===== src/rtl/ivl_timer_pkg.sv =====
package ivl_timer_pkg;
  localparam int CODE_W = 3;

  // divide ratio minus one for each control code; code 0 is stopped
  function automatic logic [7:0] ratio_m1(input logic [CODE_W-1:0] code);
    logic [7:0] r;
    case (code)
      3'd1:    r = 8'd3;
      3'd2:    r = 8'd9;
      3'd3:    r = 8'd15;
      3'd4:    r = 8'd49;
      3'd5:    r = 8'd63;
      3'd6:    r = 8'd99;
      3'd7:    r = 8'd199;
      default: r = 8'd0;
    endcase
    return r;
  endfunction
endpackage


===== src/rtl/ivl_prescale.sv =====
module ivl_prescale
  import ivl_timer_pkg::*;
#(
  parameter int PRE_W = 8
) (
  input  logic              clk,
  input  logic              rst_n,
  input  logic [CODE_W-1:0] code,
  input  logic              tick_en,
  input  logic              restart,
  output logic              pre_tick
);
  logic [PRE_W-1:0] pcnt_q, pcnt_d;
  logic [PRE_W-1:0] limit;
  logic             run;

  assign run      = (code != '0);
  assign limit    = PRE_W'(ratio_m1(code));
  assign pre_tick = run && tick_en && (pcnt_q == limit);

  always_comb begin
    pcnt_d = pcnt_q;
    if (restart || !run) begin
      pcnt_d = '0;
    end else if (tick_en) begin
      if (pcnt_q == limit) pcnt_d = '0;
      else                 pcnt_d = pcnt_q + 1'b1;
    end
  end

  always_ff @(posedge clk or negedge rst_n) begin
    if (!rst_n) pcnt_q <= '0;
    else        pcnt_q <= pcnt_d;
  end
endmodule


===== src/rtl/ivl_downcount.sv =====
module ivl_downcount #(
  parameter int CNT_W = 8
) (
  input  logic             clk,
  input  logic             rst_n,
  input  logic             pre_tick,
  input  logic             load_now,
  input  logic [CNT_W-1:0] load_val,
  input  logic [CNT_W-1:0] reload_val,
  output logic [CNT_W-1:0] cnt,
  output logic             expire
);
  localparam logic [CNT_W-1:0] ONE = CNT_W'(1);

  logic [CNT_W-1:0] cnt_q, cnt_d;
  logic             exp_q, exp_d;

  always_comb begin
    cnt_d = cnt_q;
    exp_d = 1'b0;
    if (load_now) begin
      cnt_d = load_val;
    end else if (pre_tick) begin
      if (cnt_q == ONE) begin
        cnt_d = reload_val;
        exp_d = 1'b1;
      end else begin
        cnt_d = cnt_q - 1'b1;   // 0 wraps to the top: full-length period
      end
    end
  end

  always_ff @(posedge clk or negedge rst_n) begin
    if (!rst_n) begin
      cnt_q <= '0;
      exp_q <= 1'b0;
    end else begin
      cnt_q <= cnt_d;
      exp_q <= exp_d;
    end
  end

  assign cnt    = cnt_q;
  assign expire = exp_q;
endmodule


===== src/rtl/ivl_timer.sv =====
module ivl_timer
  import ivl_timer_pkg::*;
#(
  parameter int CNT_W  = 8,
  parameter int PRE_W  = 8,
  parameter int SYNC_N = 2
) (
  input  logic             clk,
  input  logic             rst_n,
  input  logic             tick_en,
  input  logic             wr_en,
  input  logic             wr_sel,
  input  logic [CNT_W-1:0] wr_data,
  output logic             expire,
  output logic [CNT_W-1:0] count
);
  // reset: asserted asynchronously, released through a short shift chain
  logic [SYNC_N-1:0] rsync_q;
  logic              rst_int_n;

  always_ff @(posedge clk or negedge rst_n) begin
    if (!rst_n) rsync_q <= '0;
    else        rsync_q <= {rsync_q[SYNC_N-2:0], 1'b1};
  end
  assign rst_int_n = rsync_q[SYNC_N-1];

  // control and reload registers
  logic [CODE_W-1:0] ctrl_q, ctrl_d;
  logic [CNT_W-1:0]  reload_q, reload_d;
  logic              ctrl_wr, data_wr, stopped;

  assign ctrl_wr = wr_en && !wr_sel;
  assign data_wr = wr_en &&  wr_sel;
  assign stopped = (ctrl_q == '0);

  always_comb begin
    ctrl_d   = ctrl_q;
    reload_d = reload_q;
    if (ctrl_wr) ctrl_d   = wr_data[CODE_W-1:0];
    if (data_wr) reload_d = wr_data;
  end

  always_ff @(posedge clk or negedge rst_int_n) begin
    if (!rst_int_n) begin
      ctrl_q   <= '0;
      reload_q <= '0;
    end else begin
      ctrl_q   <= ctrl_d;
      reload_q <= reload_d;
    end
  end

  logic pre_tick;

  ivl_prescale #(.PRE_W(PRE_W)) u_pre (
    .clk      (clk),
    .rst_n    (rst_int_n),
    .code     (ctrl_q),
    .tick_en  (tick_en),
    .restart  (ctrl_wr),
    .pre_tick (pre_tick)
  );

  ivl_downcount #(.CNT_W(CNT_W)) u_cnt (
    .clk        (clk),
    .rst_n      (rst_int_n),
    .pre_tick   (pre_tick),
    .load_now   (data_wr && stopped),
    .load_val   (wr_data),
    .reload_val (reload_q),
    .cnt        (count),
    .expire     (expire)
  );
endmodule


===== config.mk =====
export PLATFORM = sky130hd
export DESIGN_NAME = ivl_timer
export DESIGN_NICKNAME = d
export VERILOG_FILES = /design/src/rtl/ivl_timer_pkg.sv /design/src/rtl/ivl_prescale.sv /design/src/rtl/ivl_downcount.sv /design/src/rtl/ivl_timer.sv
export SDC_FILE = /design/constraint.sdc
export NUM_CORES = 1
export LEC_CHECK = 0
export BUFFER_PORTS_ARGS = -buffer_cell sky130_fd_sc_hd__buf_2
export CORE_MARGIN = 1
export CORE_UTILIZATION = 30
export DETAILED_ROUTE_END_ITERATION = 10
export PLACE_DENSITY_LB_ADDON = 0.1
export SYNTH_ARGS = -nofsm -noshare
export SYNTH_HDL_FRONTEND = slang
export SYNTH_SLANG_ARGS = --single-unit

===== constraint.sdc =====
create_clock -name clk -period 1.13 [get_ports clk]
set_input_delay 0.0565 -clock clk [delete_from_list [all_inputs] [get_ports clk]]
set_output_delay 0.0565 -clock clk [all_outputs]
set_load 0.005 [all_outputs]

==> run metrics <==
most common cell after layout, fill and taps aside buf_4; Sw Share 35.08%; status complete, but fails checks; setup repair after global routing missed its margin true; Placeable Area 5675 um^2; vias per cell 5.014; Die X 79.74 um; die height 79.74 um; leakage power 1.175 nW; CTS tree built; CP Launch Type flop; Post-synth EDFFs 0; Synth cell types between 50 and 60; adder-cell area share of the yosys netlist 2.070%; detailed-route via count 1780; CTS root buf clkbuf_8; drt pass-1 iters 4; Overflow after GRT 0; dpl hpwl ~3700 um; XOR/XNOR Fraction of Synth Area 0.9662%; cell count after synthesis between 150 and 200; sequential-to-total area share from yosys stat between 40% and 50%; clock tree buffer depth 2; f_max 475.7 MHz; total power per unit cell area 1753 nW/um^2; Synth Area per Inst between 9 and 10 um^2; #FFs+latches synth 30; die area 6358 um^2; first-pass GRT wire length 8562 um; wire length per cell 14.35 um; Slew Limit Fails 0; Post-Syn Area 1813 um^2; synth warn 0; I/O Pins 22; crit end category flop; Reg power frac 31.6%; crit path DAT 2.27 ns; largest family of logic cells by synthesized area simple AND/OR/NAND/NOR gates; Internal 3.009 mW; fin cells 355; gp weighted congestion 0.7904; Place WS -1.095 ns; top_reg_cell synth dfrtp_1; Initial Util 31.94%; Crit. Startpoint u_pre.pcnt_q[4]; Compound-Gate Fraction of Synth Area 18.08%; DRT Wirelength just over 5000 um; antenna viol nets, final 0; Worst-Skew Late Latency 0.28 ns; Crit Path Category reg2reg; max_slew headroom 63.15%; Req. time, crit path between 1 and 1.5 ns; failing checks setup timing; Tightest Pin Transition about 0.55 ns; # diodes 0; area delta synth->final 45.82%; vias in the first global route ~1700; fin crit share 186.0%; CTS Buf Count 5; min-delay src wr_data[4]; post-synthesis simple-gate area fraction roughly 26%; Placed Cells 343; Worst-path clk slew about 0.070 ns; Filler cells 557; H-tree depth 2; Cell Rows 27; largest net degree at the start of global routing 29; initial drt markers 99; final setup margin -0.9720 ns; gr usage total around 18%; # clock sinks 30; multiplexer share of the synthesized area 6.694%; worst min-delay path class in2reg; area of the multi-input gates 1076 um^2; final core utilization 46.58%; clk_skew roughly 0.0022 ns; fraction of layout cells with a size suffix above 1 a little under half; initial antenna violation count 0; clock power share 19.8%; DRC Markers 0; port bufs 21; asr flop ratio synth 100.0%; sw power 1.626 mW; storage element area 752.0 um^2; Gate power share 48.6%; Max Cap Violations 0; nets roughly 300; Post-Syn Nets 215; crit-path max FO 5; final hold violations 0; Crit Reg-Reg Startpoint u_pre.pcnt_q[4]; minimum clock period 2.102 ns; commonest cells after routing, fill and taps aside buf_4 (60), dfrtp_1 (29), buf_2 (21); final setup fails 17; Peak VDD IR 0.6658 mV
routing by layer:
metal	wire (um)	share of wire, %	up-vias	global-route usage (%)
met5	0	0	-	0
met3	141	2.8	2	4.229
li1	-	-	898	-
met2	2385	47	25	27.69
met1	2550	50	855	25.04
met4	18	0.35	0	3.750
stage by stage:
step	power, mW	cell area, um^2	hold slack (ns)	TNS, ns
detailed placement	3.597	2424	-0.1553	-16.85
finish	4.635	2644	0.01232	-15.03
CTS	4.628	2589	0.003575	-14.65
global route	5.009	2644	0.01631	-17.60
global placement	3.607	2424	-0.1579	-16.30
floorplan	2.549	1829	-0.2391	-14.15
logic make-up after synthesis:
family                   Yosys count
AND/OR/NAND/NOR                   84
AO/OA/AOI/OAI                     52
flip-flops                        30
buffers and inverters             16
multiplexers                      11
adder cells (fa/ha/maj)            3
XOR/XNOR                           2
other                              1
cell type report:
type                    count  area share [%]
clock inverters             1          0.1893
flip-flops and latches     30           28.44
well taps                  72           3.407
inverters                   7          0.9938
clock buffers               7           3.265
repair buffers             85           23.00
multi-input cells         153           40.70
state kept, by name, indices dropped and copies added (netlist names):
register      flops
u_cnt.expire      1
u_cnt.cnt         8
ctrl_q            3
rsync_q           2
u_pre.pcnt_q      8
reload_q          8
cells in the mapped netlist, types with 3 or more instances:
library cell | instances | area share (%)
nor2_1 | 8 | 1.7
and2_1 | 3 | 1.0
a21oi_1 | 13 | 3.6
ha_1 | 3 | 2.1
or2_2 | 4 | 1.4
dfrtp_1 | 30 | 41
mux2_2 | 9 | 5.6
clkbuf_1 | 4 | 0.83
or3_1 | 3 | 1.0
a31oi_1 | 6 | 2.1
inv_1 | 6 | 1.2
nand3_1 | 12 | 3.3
o21ai_0 | 16 | 4.4
or4_1 | 6 | 2.5
nand2b_1 | 4 | 1.4
o31ai_1 | 4 | 1.7
nand2_1 | 21 | 4.3
nor3_1 | 4 | 1.1
final timing paths:
| kind | to | slack [ns] | cells after the start |
|---|---|---|---|
| max | u_pre.pcnt_q[2] | -0.97 | 6 |
| min | u_cnt.cnt[4] | 0.01 | 3 |
| max reg2reg | u_pre.pcnt_q[2] | -0.97 | 6 |
| min reg2reg | reload_q[5] | 0.26 | 1 |
| max in group asynchronous | ctrl_q[2] | 0.57 | 1 |
| min in group asynchronous | rsync_q[1] | 0.08 | 2 |
critical path, stage by stage (launching register included):
cell	delay [ns]
dfrtp_1	0.37
or2_0	0.22
a222oi_1	0.33
o221ai_2	0.20
or4_4	0.51
a31o_4	0.26
o2bb2ai_2	0.11
power groups by stage:
stage / sequential (mW) / clock, mW / combinational (mW)
CTS: 1.47 / 0.959 / 2.20
floorplan: 1.56 / 0 / 0.986
detailed placement: 1.48 / 0 / 2.11
global route: 1.50 / 1.03 / 2.48
finish: 1.47 / 0.917 / 2.25
global placement: 1.48 / 0 / 2.13
what timing repair did:
item / CTS / global route
hold buffers: 1 / 0
pin swaps: 10 / 4
resized for setup: 14 / 8
endpoints found under the hold margin: 2 / 0
setup endpoints to repair: 17 / 17
setup buffers: 1 / 2
No activity file was read; power rests on OpenSTA's default activity.
